[src/rtl/ghash_pkg.sv]
package ghash_pkg;

  typedef enum logic [2:0] {
    ST_IDLE = 3'd0,
    ST_LOAD = 3'd1,
    ST_MUL  = 3'd2,
    ST_OUT  = 3'd3,
    ST_TAIL = 3'd4,
    ST_FIN  = 3'd5
  } seq_state_e;

  localparam int BYTE_BITS = 8;

endpackage

[src/rtl/ghash_byte_reflect.sv]
module ghash_byte_reflect #(
  parameter int W = 128
) (
  input  logic [W-1:0] din,
  output logic [W-1:0] dout
);
  import ghash_pkg::*;

  localparam int NBYTES = W / BYTE_BITS;

  for (genvar b = 0; b < NBYTES; b++) begin : g_byte
    for (genvar i = 0; i < BYTE_BITS; i++) begin : g_bit
      assign dout[b*BYTE_BITS + i] = din[b*BYTE_BITS + (BYTE_BITS-1-i)];
    end
  end

endmodule

[src/rtl/ghash_bitserial_mul.sv]
module ghash_bitserial_mul #(
  parameter int           W    = 128,
  parameter logic [W-1:0] POLY = W'(8'h87)
) (
  input  logic         clk,
  input  logic         rst_n,
  input  logic         load,
  input  logic [W-1:0] op_y,
  input  logic [W-1:0] op_h,
  output logic         fin,
  output logic [W-1:0] prod
);
  localparam int           SC_W = $clog2(W);
  localparam logic [SC_W-1:0] LAST = SC_W'(W-1);

  logic [W-1:0]    acc_q, h_q, y_q;
  logic [SC_W-1:0] step_q;
  logic            run_q, fin_q;

  always_ff @(posedge clk or negedge rst_n) begin
    if (!rst_n) begin
      acc_q  <= '0;
      h_q    <= '0;
      y_q    <= '0;
      step_q <= '0;
      run_q  <= 1'b0;
      fin_q  <= 1'b0;
    end else if (load) begin
      acc_q  <= '0;
      h_q    <= op_h;
      y_q    <= op_y;
      step_q <= '0;
      run_q  <= 1'b1;
      fin_q  <= 1'b0;
    end else begin
      fin_q <= 1'b0;
      if (run_q) begin
        if (y_q[0]) acc_q <= acc_q ^ h_q;
        h_q    <= {h_q[W-2:0], 1'b0} ^ (h_q[W-1] ? POLY : '0);
        y_q    <= y_q >> 1;
        step_q <= step_q + SC_W'(1);
        if (step_q == LAST) begin
          run_q <= 1'b0;
          fin_q <= 1'b1;
        end
      end
    end
  end

  assign fin  = fin_q;
  assign prod = acc_q;

  // the final step is followed by the finish pulse
  p_fin_after_last_r2: assert property (@(posedge clk) disable iff (!rst_n)
    (run_q && step_q == LAST && !load) |=> (fin_q && !run_q));

  // a new load never lands on a running product
  p_load_idle_r8: assert property (@(posedge clk) disable iff (!rst_n)
    load |-> !run_q);

endmodule

[src/rtl/ghash_seq_ctrl.sv]
module ghash_seq_ctrl #(
  parameter int MAX_ELEMS = 32,
  parameter int GRP_ELEMS = 4,
  parameter int CNT_W     = $clog2(MAX_ELEMS + 1)
) (
  input  logic             clk,
  input  logic             rst_n,
  input  logic             start,
  input  logic [CNT_W-1:0] cfg_vlen,
  input  logic [CNT_W-1:0] cfg_vstart,
  input  logic             cfg_ew32,
  input  logic             cfg_tail_ones,
  input  logic             in_valid,
  input  logic             out_ready,
  input  logic             mul_fin,
  output logic             busy,
  output logic             done,
  output logic             err,
  output logic             in_ready,
  output logic             mul_load,
  output logic             out_valid,
  output logic             out_tail,
  output logic             ld_prod,
  output logic             ld_ones
);
  import ghash_pkg::*;

  localparam int               GS     = $clog2(GRP_ELEMS);
  localparam logic [CNT_W-1:0] MAX_C  = CNT_W'(MAX_ELEMS);
  localparam logic [CNT_W-1:0] GMAX_C = CNT_W'(MAX_ELEMS / GRP_ELEMS);

  seq_state_e       st_q, st_d;
  logic [CNT_W-1:0] gidx_q, gidx_d, gend_q, gend_d;
  logic             tail_q, tail_d, err_q, err_d;
  logic             bad;
  logic [CNT_W-1:0] first_g, end_g, next_g;

  assign bad = (cfg_vlen[GS-1:0] != '0) || (cfg_vstart[GS-1:0] != '0) ||
               !cfg_ew32 || (cfg_vlen > MAX_C);
  assign first_g = cfg_vstart >> GS;
  assign end_g   = cfg_vlen >> GS;
  assign next_g  = gidx_q + CNT_W'(1);

  always_comb begin
    st_d      = st_q;
    gidx_d    = gidx_q;
    gend_d    = gend_q;
    tail_d    = tail_q;
    err_d     = err_q;
    in_ready  = 1'b0;
    out_valid = 1'b0;
    out_tail  = 1'b0;
    ld_prod   = 1'b0;
    ld_ones   = 1'b0;
    case (st_q)
      ST_IDLE: if (start) begin
        if (bad) begin
          err_d = 1'b1;
          st_d  = ST_FIN;
        end else begin
          err_d  = 1'b0;
          gidx_d = first_g;
          gend_d = end_g;
          tail_d = cfg_tail_ones;
          if (first_g < end_g) begin
            st_d = ST_LOAD;
          end else if (cfg_tail_ones && end_g < GMAX_C) begin
            gidx_d  = end_g;
            st_d    = ST_TAIL;
            ld_ones = 1'b1;
          end else begin
            st_d = ST_FIN;
          end
        end
      end
      ST_LOAD: begin
        in_ready = 1'b1;
        if (in_valid) st_d = ST_MUL;
      end
      ST_MUL: if (mul_fin) begin
        ld_prod = 1'b1;
        st_d    = ST_OUT;
      end
      ST_OUT: begin
        out_valid = 1'b1;
        if (out_ready) begin
          gidx_d = next_g;
          if (next_g < gend_q) begin
            st_d = ST_LOAD;
          end else if (tail_q && gend_q < GMAX_C) begin
            st_d    = ST_TAIL;
            ld_ones = 1'b1;
          end else begin
            st_d = ST_FIN;
          end
        end
      end
      ST_TAIL: begin
        out_valid = 1'b1;
        out_tail  = 1'b1;
        if (out_ready) begin
          gidx_d = next_g;
          if (next_g >= GMAX_C) st_d = ST_FIN;
        end
      end
      ST_FIN:  st_d = ST_IDLE;
      default: st_d = ST_IDLE;
    endcase
  end

  always_ff @(posedge clk or negedge rst_n) begin
    if (!rst_n) begin
      st_q   <= ST_IDLE;
      gidx_q <= '0;
      gend_q <= '0;
      tail_q <= 1'b0;
      err_q  <= 1'b0;
    end else begin
      st_q   <= st_d;
      gidx_q <= gidx_d;
      gend_q <= gend_d;
      tail_q <= tail_d;
      err_q  <= err_d;
    end
  end

  assign busy     = (st_q != ST_IDLE);
  assign done     = (st_q == ST_FIN);
  assign err      = err_q;
  assign mul_load = in_ready && in_valid;

  // completion is a single-cycle pulse
  p_done_pulse_r7: assert property (@(posedge clk) disable iff (!rst_n)
    done |=> !done);

  // a rejected start finishes at once without any data movement
  p_illegal_fin_r3: assert property (@(posedge clk) disable iff (!rst_n)
    (st_q == ST_IDLE && start && bad) |=> (done && err && !in_ready && !out_valid));

  // operands are only requested for groups inside the range
  p_grp_range_r4: assert property (@(posedge clk) disable iff (!rst_n)
    in_ready |-> (gidx_q < gend_q));

  // a start during a multiply leaves the group bookkeeping alone
  p_start_ignored_r8: assert property (@(posedge clk) disable iff (!rst_n)
    (st_q == ST_MUL && start) |=> ($stable(gend_q) && $stable(gidx_q)));

endmodule

[src/rtl/ghash_mac_unit.sv]
module ghash_mac_unit #(
  parameter int               ELEM_W    = 32,
  parameter int               GRP_ELEMS = 4,
  parameter int               MAX_ELEMS = 32,
  parameter int               GRP_W     = ELEM_W * GRP_ELEMS,
  parameter int               HALF_W    = GRP_W / 2,
  parameter int               CNT_W     = $clog2(MAX_ELEMS + 1),
  parameter logic [GRP_W-1:0] RED_POLY  = GRP_W'(8'h87)
) (
  input  logic              clk,
  input  logic              rst_n,
  input  logic              start,
  input  logic [CNT_W-1:0]  cfg_vlen,
  input  logic [CNT_W-1:0]  cfg_vstart,
  input  logic              cfg_ew32,
  input  logic              cfg_tail_ones,
  output logic              busy,
  output logic              done,
  output logic              err,
  input  logic              in_valid,
  output logic              in_ready,
  input  logic [HALF_W-1:0] in_acc_lo,
  input  logic [HALF_W-1:0] in_acc_hi,
  input  logic [HALF_W-1:0] in_key_lo,
  input  logic [HALF_W-1:0] in_key_hi,
  input  logic [HALF_W-1:0] in_data_lo,
  input  logic [HALF_W-1:0] in_data_hi,
  output logic              out_valid,
  input  logic              out_ready,
  output logic [HALF_W-1:0] out_lo,
  output logic [HALF_W-1:0] out_hi,
  output logic              out_tail
);

  logic [GRP_W-1:0] y_ref, h_ref, prod, prod_ref, x_q, res_q;
  logic             mul_load, mul_fin, ld_prod, ld_ones;

  ghash_byte_reflect #(.W(GRP_W)) u_rev_y (
    .din ({in_acc_hi, in_acc_lo}),
    .dout(y_ref)
  );

  ghash_byte_reflect #(.W(GRP_W)) u_rev_h (
    .din ({in_key_hi, in_key_lo}),
    .dout(h_ref)
  );

  ghash_byte_reflect #(.W(GRP_W)) u_rev_z (
    .din (prod),
    .dout(prod_ref)
  );

  ghash_bitserial_mul #(.W(GRP_W), .POLY(RED_POLY)) u_mul (
    .clk  (clk),
    .rst_n(rst_n),
    .load (mul_load),
    .op_y (y_ref),
    .op_h (h_ref),
    .fin  (mul_fin),
    .prod (prod)
  );

  ghash_seq_ctrl #(
    .MAX_ELEMS(MAX_ELEMS),
    .GRP_ELEMS(GRP_ELEMS),
    .CNT_W    (CNT_W)
  ) u_ctrl (
    .clk          (clk),
    .rst_n        (rst_n),
    .start        (start),
    .cfg_vlen     (cfg_vlen),
    .cfg_vstart   (cfg_vstart),
    .cfg_ew32     (cfg_ew32),
    .cfg_tail_ones(cfg_tail_ones),
    .in_valid     (in_valid),
    .out_ready    (out_ready),
    .mul_fin      (mul_fin),
    .busy         (busy),
    .done         (done),
    .err          (err),
    .in_ready     (in_ready),
    .mul_load     (mul_load),
    .out_valid    (out_valid),
    .out_tail     (out_tail),
    .ld_prod      (ld_prod),
    .ld_ones      (ld_ones)
  );

  always_ff @(posedge clk or negedge rst_n) begin
    if (!rst_n) begin
      x_q   <= '0;
      res_q <= '0;
    end else begin
      if (mul_load) x_q <= {in_data_hi, in_data_lo};
      if (ld_prod)       res_q <= prod_ref ^ x_q;
      else if (ld_ones)  res_q <= '1;
    end
  end

  assign out_lo = res_q[HALF_W-1:0];
  assign out_hi = res_q[GRP_W-1:HALF_W];

  // a stalled result beat keeps its value
  p_out_hold_r6: assert property (@(posedge clk) disable iff (!rst_n)
    (out_valid && !out_ready) |=> (out_valid && $stable(out_lo) && $stable(out_hi)));

endmodule

[config.mk]
export PLATFORM = sky130hd
export DESIGN_NAME = ghash_mac_unit
export DESIGN_NICKNAME = d
export VERILOG_FILES = /design/src/rtl/ghash_pkg.sv /design/src/rtl/ghash_byte_reflect.sv /design/src/rtl/ghash_bitserial_mul.sv /design/src/rtl/ghash_seq_ctrl.sv /design/src/rtl/ghash_mac_unit.sv
export SDC_FILE = /design/constraint.sdc
export NUM_CORES = 1
export LEC_CHECK = 0
export BUFFER_PORTS_ARGS = -buffer_cell sky130_fd_sc_hd__buf_2
export CAP_MARGIN = 20
export CORE_ASPECT_RATIO = 1.1
export CORE_MARGIN = 8
export CORE_UTILIZATION = 43
export DETAILED_ROUTE_END_ITERATION = 8
export GPL_ROUTABILITY_DRIVEN = 1
export PLACE_DENSITY = 0.61
export SYNTH_ARGS = -nofsm -noshare
export SYNTH_HDL_FRONTEND = slang
export SYNTH_SLANG_ARGS = --single-unit
[constraint.sdc]
create_clock -name clk -period 3.5 [get_ports clk]
set_clock_uncertainty 0.1 [all_clocks]
set_input_delay 0.175 -clock clk [delete_from_list [all_inputs] [get_ports clk]]
set_output_delay 0.175 -clock clk [all_outputs]
set_load 0.005 [all_outputs]
==> flow_summary.yaml, run 1 <==
yosys:
  syn_avg_cell_area_sq_um: 11.3
  yosysTopAreaCellShare: 0.553
  syn_nets: 3066
  synthTopCellsByArea: "dfrtp_1 55%, mux2i_1 8.6%, nand2_1 5.1%, a22oi_2 5.0%, mux2_2 4.8%"
  synth_cell_types: 52
  ys_seq_elements: 664
  netlist_instances: 2654
  synth_flop_cell: "dfrtp_1"
  ys_seq_area_frac: 0.553
  synthesis.area_sq_mm: 0.0301
  synth_edf_count: 0
  ys_async_sr_fraction: 1.00
  yosys_warnings: 0
  synth_top_area_cell: "dfrtp_1"
die:
  core_area_sq_mm: 0.0691
  io_pins: 537
  start_util: 0.435
  die_area_sq_mm: 0.0786
  fp.dieW_um: 268
  die_h_um: 293
  rows: 101
drt:
  wl_per_cell_um: 19.0
  vias: 22903
  drtAntennaViolNets: 0
  drt_iter0_markers: 1173
  wl_um: 86600
  vias_per_cell: 5.03
  drc: 0
  firstDrtPassIters: 5
setup_path:
  r2r_cells: 11
  required_ns: 3.86
  path_delay_family: "compound AO/OA/AOI/OAI gates"
  worstSetupPathDepth: 11
  worst_setup_path_start_kind: "flip-flop"
  path_buf_inv: 3
  r2r-start: "u_ctrl.gidx_q[0]"
  cp_slowest_cell: "dfrtp_1"
  timing.critical_path.from: "u_ctrl.gidx_q[0]"
  critPathMaxFanout: 31
  end_kind: "flip-flop"
  critPathMaxStageDelay_ns: 0.50
  critPathKind: "reg -> reg"
  worstPathArrival_ns: 3.51
  cp_cell_sequence: "nand3_1, xor2_1, inv_1, ha_1, or3_1, o22ai_1, a2111oi_4, a21oi_4, buf_12, buf_4, a22oi_2"
clocking:
  h-tree-depth: 3
  cts_tree: "done"
  clk_path_buf_depth: 3
  cts_resized: 0
  post_cts_buffers: 0
  cts_sinks: 664
  cts-root-buf: "clkbuf_16"
  clk_latency_ns: 0.59
  postCtsHoldBufs: 403
  path_clk_slew_ns: 0.06
  cts_made_buffers: 71
power_and_ir_drop:
  switching_power_uw: 10000
  seqPwrFrac: 0.445
  pwr_density_cell_mw_per_mm2: 745
  cell_internal_pwr_uw: 19900
  combPwrFrac: 0.308
  pwr-share-clk: 0.247
  power_leakage_uw: 0.0184
  swShare: 0.334
  irDropWorstVdd_v: 0.000442
layout:
  syn_to_final_growth_pct: 33.7
  drive_gt1_frac: 0.269
  register_area_sq_mm: 0.0166
  multi_input_area_sq_mm: 0.0125
  nets: 3973
  fillCellCount: 5683
  fin_area_sq_mm: 0.0402
  fin_util: 0.581
min_path:
  hp-class: "in -> reg"
  min_delay_path_depth: 5
  hp-start: "cfg_vlen[0]"
sta:
  finalSetupTns_ns: 0
  setup_violations: 0
  max-slew-margin-rel: 0.324
  final.setup.worst_slack_ns: 0.348
  period_needed_ns: 3.15
  min_period_over_period: 0.901
  fmax_mhz: 317
  worst-slew-pin-transition_ns: 1.01
  grt_setup_unrepaired: "no"
  drv_slew: 0
  finalHoldViolCount: 0
grt:
  track_usage: 0.218
  grt_pass1_vias: 24990
  overflow: 0
  grt_pass1_wl_um: 138000
  antenna_found_initial: 16
  grt_max_degree: 111
placed_design:
  dp_hpwl_um: 58200
  portBuffers: 536
  dpl_cell_area_sq_mm: 0.0338
  gp_congestion: 0.831
  pre_cts_ws_ns: 0.358
run:
  maxCapViolCount: 0
run_status:
  outcome: "complete, no violations"
[state kept, by name (all words and copies together), names as in the netlist]
register	count
u_ctrl.tail_q	1
u_ctrl.gend_q	4
u_ctrl.err	1
u_mul.h_q	128
u_mul.step_q	7
u_mul.prod	128
u_mul.y_q	128
u_mul.fin	1
x_q	128
u_mul.run_q	1
u_ctrl.gidx_q	6
u_ctrl.st_q	3
res_q	128
[cells in the mapped netlist (3+ instances only)]
library cell,number
mux2i_1,257
xnor2_1,132
ha_1,9
buf_12,11
nor3b_1,3
o31ai_1,3
buf_4,10
dfrtp_1,664
nand3b_1,4
clkbuf_1,110
a22oi_2,120
o21a_1,3
buf_2,45
a22oi_1,8
a21oi_1,8
nand2_1,409
a311oi_1,3
nand4_1,3
nand3_1,6
or3_1,3
inv_1,8
o21ai_0,268
buf_6,3
and2_1,3
xor2_1,134
mux2_2,129
nor2_1,268
[kinds of logic after synthesis]
family	synth area share
DFF	0.553
muxes	0.134
and+or+nand+nor	0.0933
AOI/OAI and AO/OA	0.105
xor gates and xnor gates	0.0775
buffers and inverters	0.0333
adders and majority gates	0.00375
[power groups by stage]
stage               Clock (uW)  Combinational (uW)  Sequential [uW]
floorplan                    0                7060            12600
global placement             0                8560            13300
detailed placement           0                8850            13400
CTS                       7600                9300            13300
global route              7900               10400            13700
finish                    7400                9210            13300
[worst min-delay path, cell delays in order]
cell	delay, ns
buf_2	0.07
nor3_1	0.07
o2111ai_1	0.10
o21ai_0	0.10
a31oi_1	0.19
[through the flow]
| step | hold WS, ns | cells | power (uW) |
|---|---|---|---|
| 2_1_floorplan | -0.221 | 2654 | 19600 |
| 3_3_place_gp | 0.241 | 4012 | 21900 |
| 3_5_place_dp | 0.250 | 4012 | 22300 |
| 4_1_cts | 0.0145 | 4537 | 30200 |
| 5_1_grt | 0.0934 | 4549 | 32000 |
| 6_report | 0.0745 | 4551 | 29900 |
[worst paths after layout]
path	end	slack, ns
setup / recovery	res_q[47]	0.35
hold / removal	u_ctrl.st_q[2]	0.07
setup reg to reg	res_q[47]	0.35
hold reg to reg	u_ctrl.gend_q[0]	0.38
max in group asynchronous	res_q[110]	2.01
min in group asynchronous	x_q[82]	0.13
[layer usage]
metal / routed length [um] / vias to the layer above / GRT usage
li1: - / 10793 / -
met3: 4440 / 190 / 0.0436
met2: 42800 / 627 / 0.372
met1: 36000 / 11287 / 0.268
met4: 3370 / 6 / 0.0914
met5: 30 / - / 0
[area by class of cell]
| type | instances | share of cell area |
|---|---|---|
| tap | 927 | 0.0289 |
| antenna | 14 | 0.000872 |
| clock buffer | 109 | 0.0525 |
| clock inverter | 13 | 0.00405 |
| inverter | 9 | 0.000841 |
| multi-input combinational | 1802 | 0.310 |
| timing repair buffer | 1013 | 0.189 |
| sequential | 664 | 0.414 |
[cells in the final DEF (no fill, tap or decap), drive strengths merged, types with 3 or more instances in the layout]
master,instances
clkinv,8
bufinv,3
nor2,268
dfrtp,664
inv,11
o21ai,268
o31ai,3
a22oi,128
nand4,3
nand3b,4
nor3b,3
mux2i,257
or3,3
and2,4
o21a,3
a21oi,9
dlygate4sd3,403
diode,14
clkbuf,109
ha,9
mux2,129
nand2,409
xnor2,132
a311oi,3
xor2,134
nand3,6
buf,610
Note: power is estimated with default switching activity, not from simulation.
==> inputs of run 2 (changes only) <==
--- a/config.mk
+++ b/config.mk
@@ -15,4 +15,5 @@
 export PLACE_DENSITY = 0.61
 export SYNTH_ARGS = -nofsm -noshare
 export SYNTH_HDL_FRONTEND = slang
+export SYNTH_HIERARCHICAL = 1
 export SYNTH_SLANG_ARGS = --single-unit
==> flow_summary.yaml, run 2 <==
run_status:
  outcome: "complete, no violations"
placed_design:
  gp_congestion: 0.819
  dp_hpwl_um: 55500
  dpl_cell_area_sq_mm: 0.0329
  portBuffers: 536
power_and_ir_drop:
  power_leakage_uw: 0.0195
  pwr_density_cell_mw_per_mm2: 755
  irDropWorstVdd_v: 0.000390
setup_path:
  critPathKind: "reg -> reg"
  r2r_cells: 10
  ff2ff_setup_slack_ns: 0.38
  critPathMaxFanout: 27
  end_kind: "flip-flop"
  worst_setup_path_start_kind: "flip-flop"
  worstPathArrival_ns: 3.52
  required_ns: 3.91
  r2r-start: "u_ctrl/gidx_q[2]"
  worstReg2RegEnd: "res_q[6]"
die:
  die_area_sq_mm: 0.0843
  fp.dieW_um: 278
  start_util: 0.434
  rows: 105
  core_area_sq_mm: 0.0745
  die_h_um: 304
  io_pins: 537
grt:
  track_usage: 0.199
  grt_pass1_wl_um: 138000
  grt_pass1_vias: 24701
  grt_max_degree: 152
  antenna_found_initial: 16
  overflow: 0
yosys:
  synthTopCellsByArea: "dfrtp_1 51%, buf_4 9.6%, mux2i_1 8.0%, mux2_1 4.5%, xor2_1 3.7%"
  synth_cell_types: 62
  ys_seq_elements: 664
  ys_async_sr_fraction: 1.00
  syn_nets: 3331
  synth_flop_cell: "dfrtp_1"
  netlist_instances: 2919
  synth_most_common_cell: "dfrtp_1"
  yosys_warnings: 6
  syn_avg_cell_area_sq_um: 11.1
  synth_edf_count: 0
  ys_seq_area_frac: 0.514
  synth_top_area_cell: "dfrtp_1"
  yosysTopAreaCellShare: 0.514
  synth.top_cells.by_count: "664 x dfrtp_1, 415 x buf_4, 275 x nand2_1"
  synthesis.area_sq_mm: 0.0324
sta:
  max-slew-margin-rel: 0.440
  drv_slew: 0
  setup_violations: 0
  fmax_mhz: 321
  period_needed_ns: 3.12
  min_period_over_period: 0.890
  finalHoldViolCount: 0
  grt_setup_unrepaired: "no"
  worst-slew-pin-transition_ns: 0.840
  finalSetupTns_ns: 0
drt:
  wl_per_cell_um: 19.3
  drtAntennaViolNets: 0
  vias: 22589
  drt_iter0_markers: 1329
  wl_um: 85600
  firstDrtPassIters: 5
  vias_per_cell: 5.09
  drc: 0
layout:
  drive_gt1_frac: 0.210
  fin_util: 0.530
  layout_common_cells: "662 x dfrtp_1, 535 x buf_2, 398 x dlygate4sd3_1, 275 x nand2_1, 258 x mux2i_1"
  fin_area_sq_mm: 0.0395
  final_common_cell: "dfrtp_1"
  nets: 3823
  fillCellCount: 6250
  syn_to_final_growth_pct: 22.0
clocking:
  path_clk_slew_ns: 0.06
  h-tree-depth: 3
  clk_latency_ns: 0.60
  cts_tree: "done"
  cts_made_buffers: 74
  cts_sinks: 664
  clk_path_buf_depth: 3
  cts-root-buf: "clkbuf_16"
  cts_resized: 0
min_path:
  hp-start: "cfg_vstart[4]"
  hp-class: "in -> reg"
  min_delay_path_depth: 4
  holdPathEnd: "u_ctrl/gidx_q[2]"
run:
  maxCapViolCount: 0
run 2: report_power, final:
group          switching [uW]  leakage (uW)  internal [uW]  total (uW)
clock                    3140       0.00124           4830        7970
combinational            4060       0.00997           4270        8330
sequential               2650       0.00833          10900       13500
run 2: how the worst max path moves through the flow:
stage / from / endpoint / cells after the start
6_report: u_ctrl/gidx_q[2] / res_q[6] / 10
4_1_cts: u_ctrl/gidx_q[0] / res_q[108] / 10
2_1_floorplan: u_ctrl/gidx_q[0] / res_q[107] / 12
5_1_grt: u_ctrl/gidx_q[2] / res_q[108] / 10
3_5_place_dp: u_ctrl/gidx_q[0] / res_q[0] / 10
3_3_place_gp: u_ctrl/gidx_q[0] / res_q[113] / 10
run 2: cells by family (layout without fill, tap and decap cells):
kind of cell             after synthesis  count (layout)  share of synthesized area
XOR/XNOR                             265             265                     0.0717
other                                  0              14                          0
flip-flops                           664             664                      0.514
AND/OR/NAND/NOR                      587             587                     0.0778
adder cells (fa/ha/maj)                9               9                    0.00348
multiplexers                         389             389                      0.126
buffers and inverters                577            1121                      0.123
AO/OA/AOI/OAI                        428             428                     0.0845
run 2: layout make-up:
class	count	area, sq um	share of cell area
sequential	664	16600	0.421
multi-input combinational	1678	11800	0.298
timing repair buffer	982	7290	0.185
clock buffer	105	2200	0.0558
tap	963	1200	0.0305
clock inverter	23	319	0.00808
inverter	11	41.3	0.00105
antenna	14	35.0	0.000888
run 2: critical path, stage by stage, from the launching register on:
cell and delay, ns:
dfrtp_1 0.53, nand3_1 0.27, xnor2_1 0.21, ha_1 0.28
o21ai_0 0.07, o221a_2 0.29, nor3b_2 0.22, a32o_1 0.16
or2_4 0.25, buf_4 0.40, a2bb2oi_1 0.22
run 2: routing by layer:
metal / vias to the layer above / share of wire / GRT usage
met5: - / 0 / 0
met4: 0 / 0.036 / 0.0810
met3: 181 / 0.060 / 0.0493
met2: 757 / 0.48 / 0.331
met1: 11157 / 0.42 / 0.248
li1: 10494 / - / -
run 2: metrics by stage:
step | setup slack, ns | power [uW] | std cells | hold slack [ns]
3_5_place_dp | 0.423 | 21600 | 3900 | 0.185
5_1_grt | 0.194 | 31800 | 4438 | 0.0711
2_1_floorplan | 0.795 | 20100 | 2919 | -0.221
4_1_cts | 0.413 | 30100 | 4426 | 0.00201
6_report | 0.383 | 29800 | 4440 | 0.0737
3_3_place_gp | 0.508 | 21100 | 3900 | 0.172
run 2: timing repair:
item | CTS | global route
hold buffers | 398 | 0
hold endpoints to repair | 475 | 0
setup buffers | 0 | 0
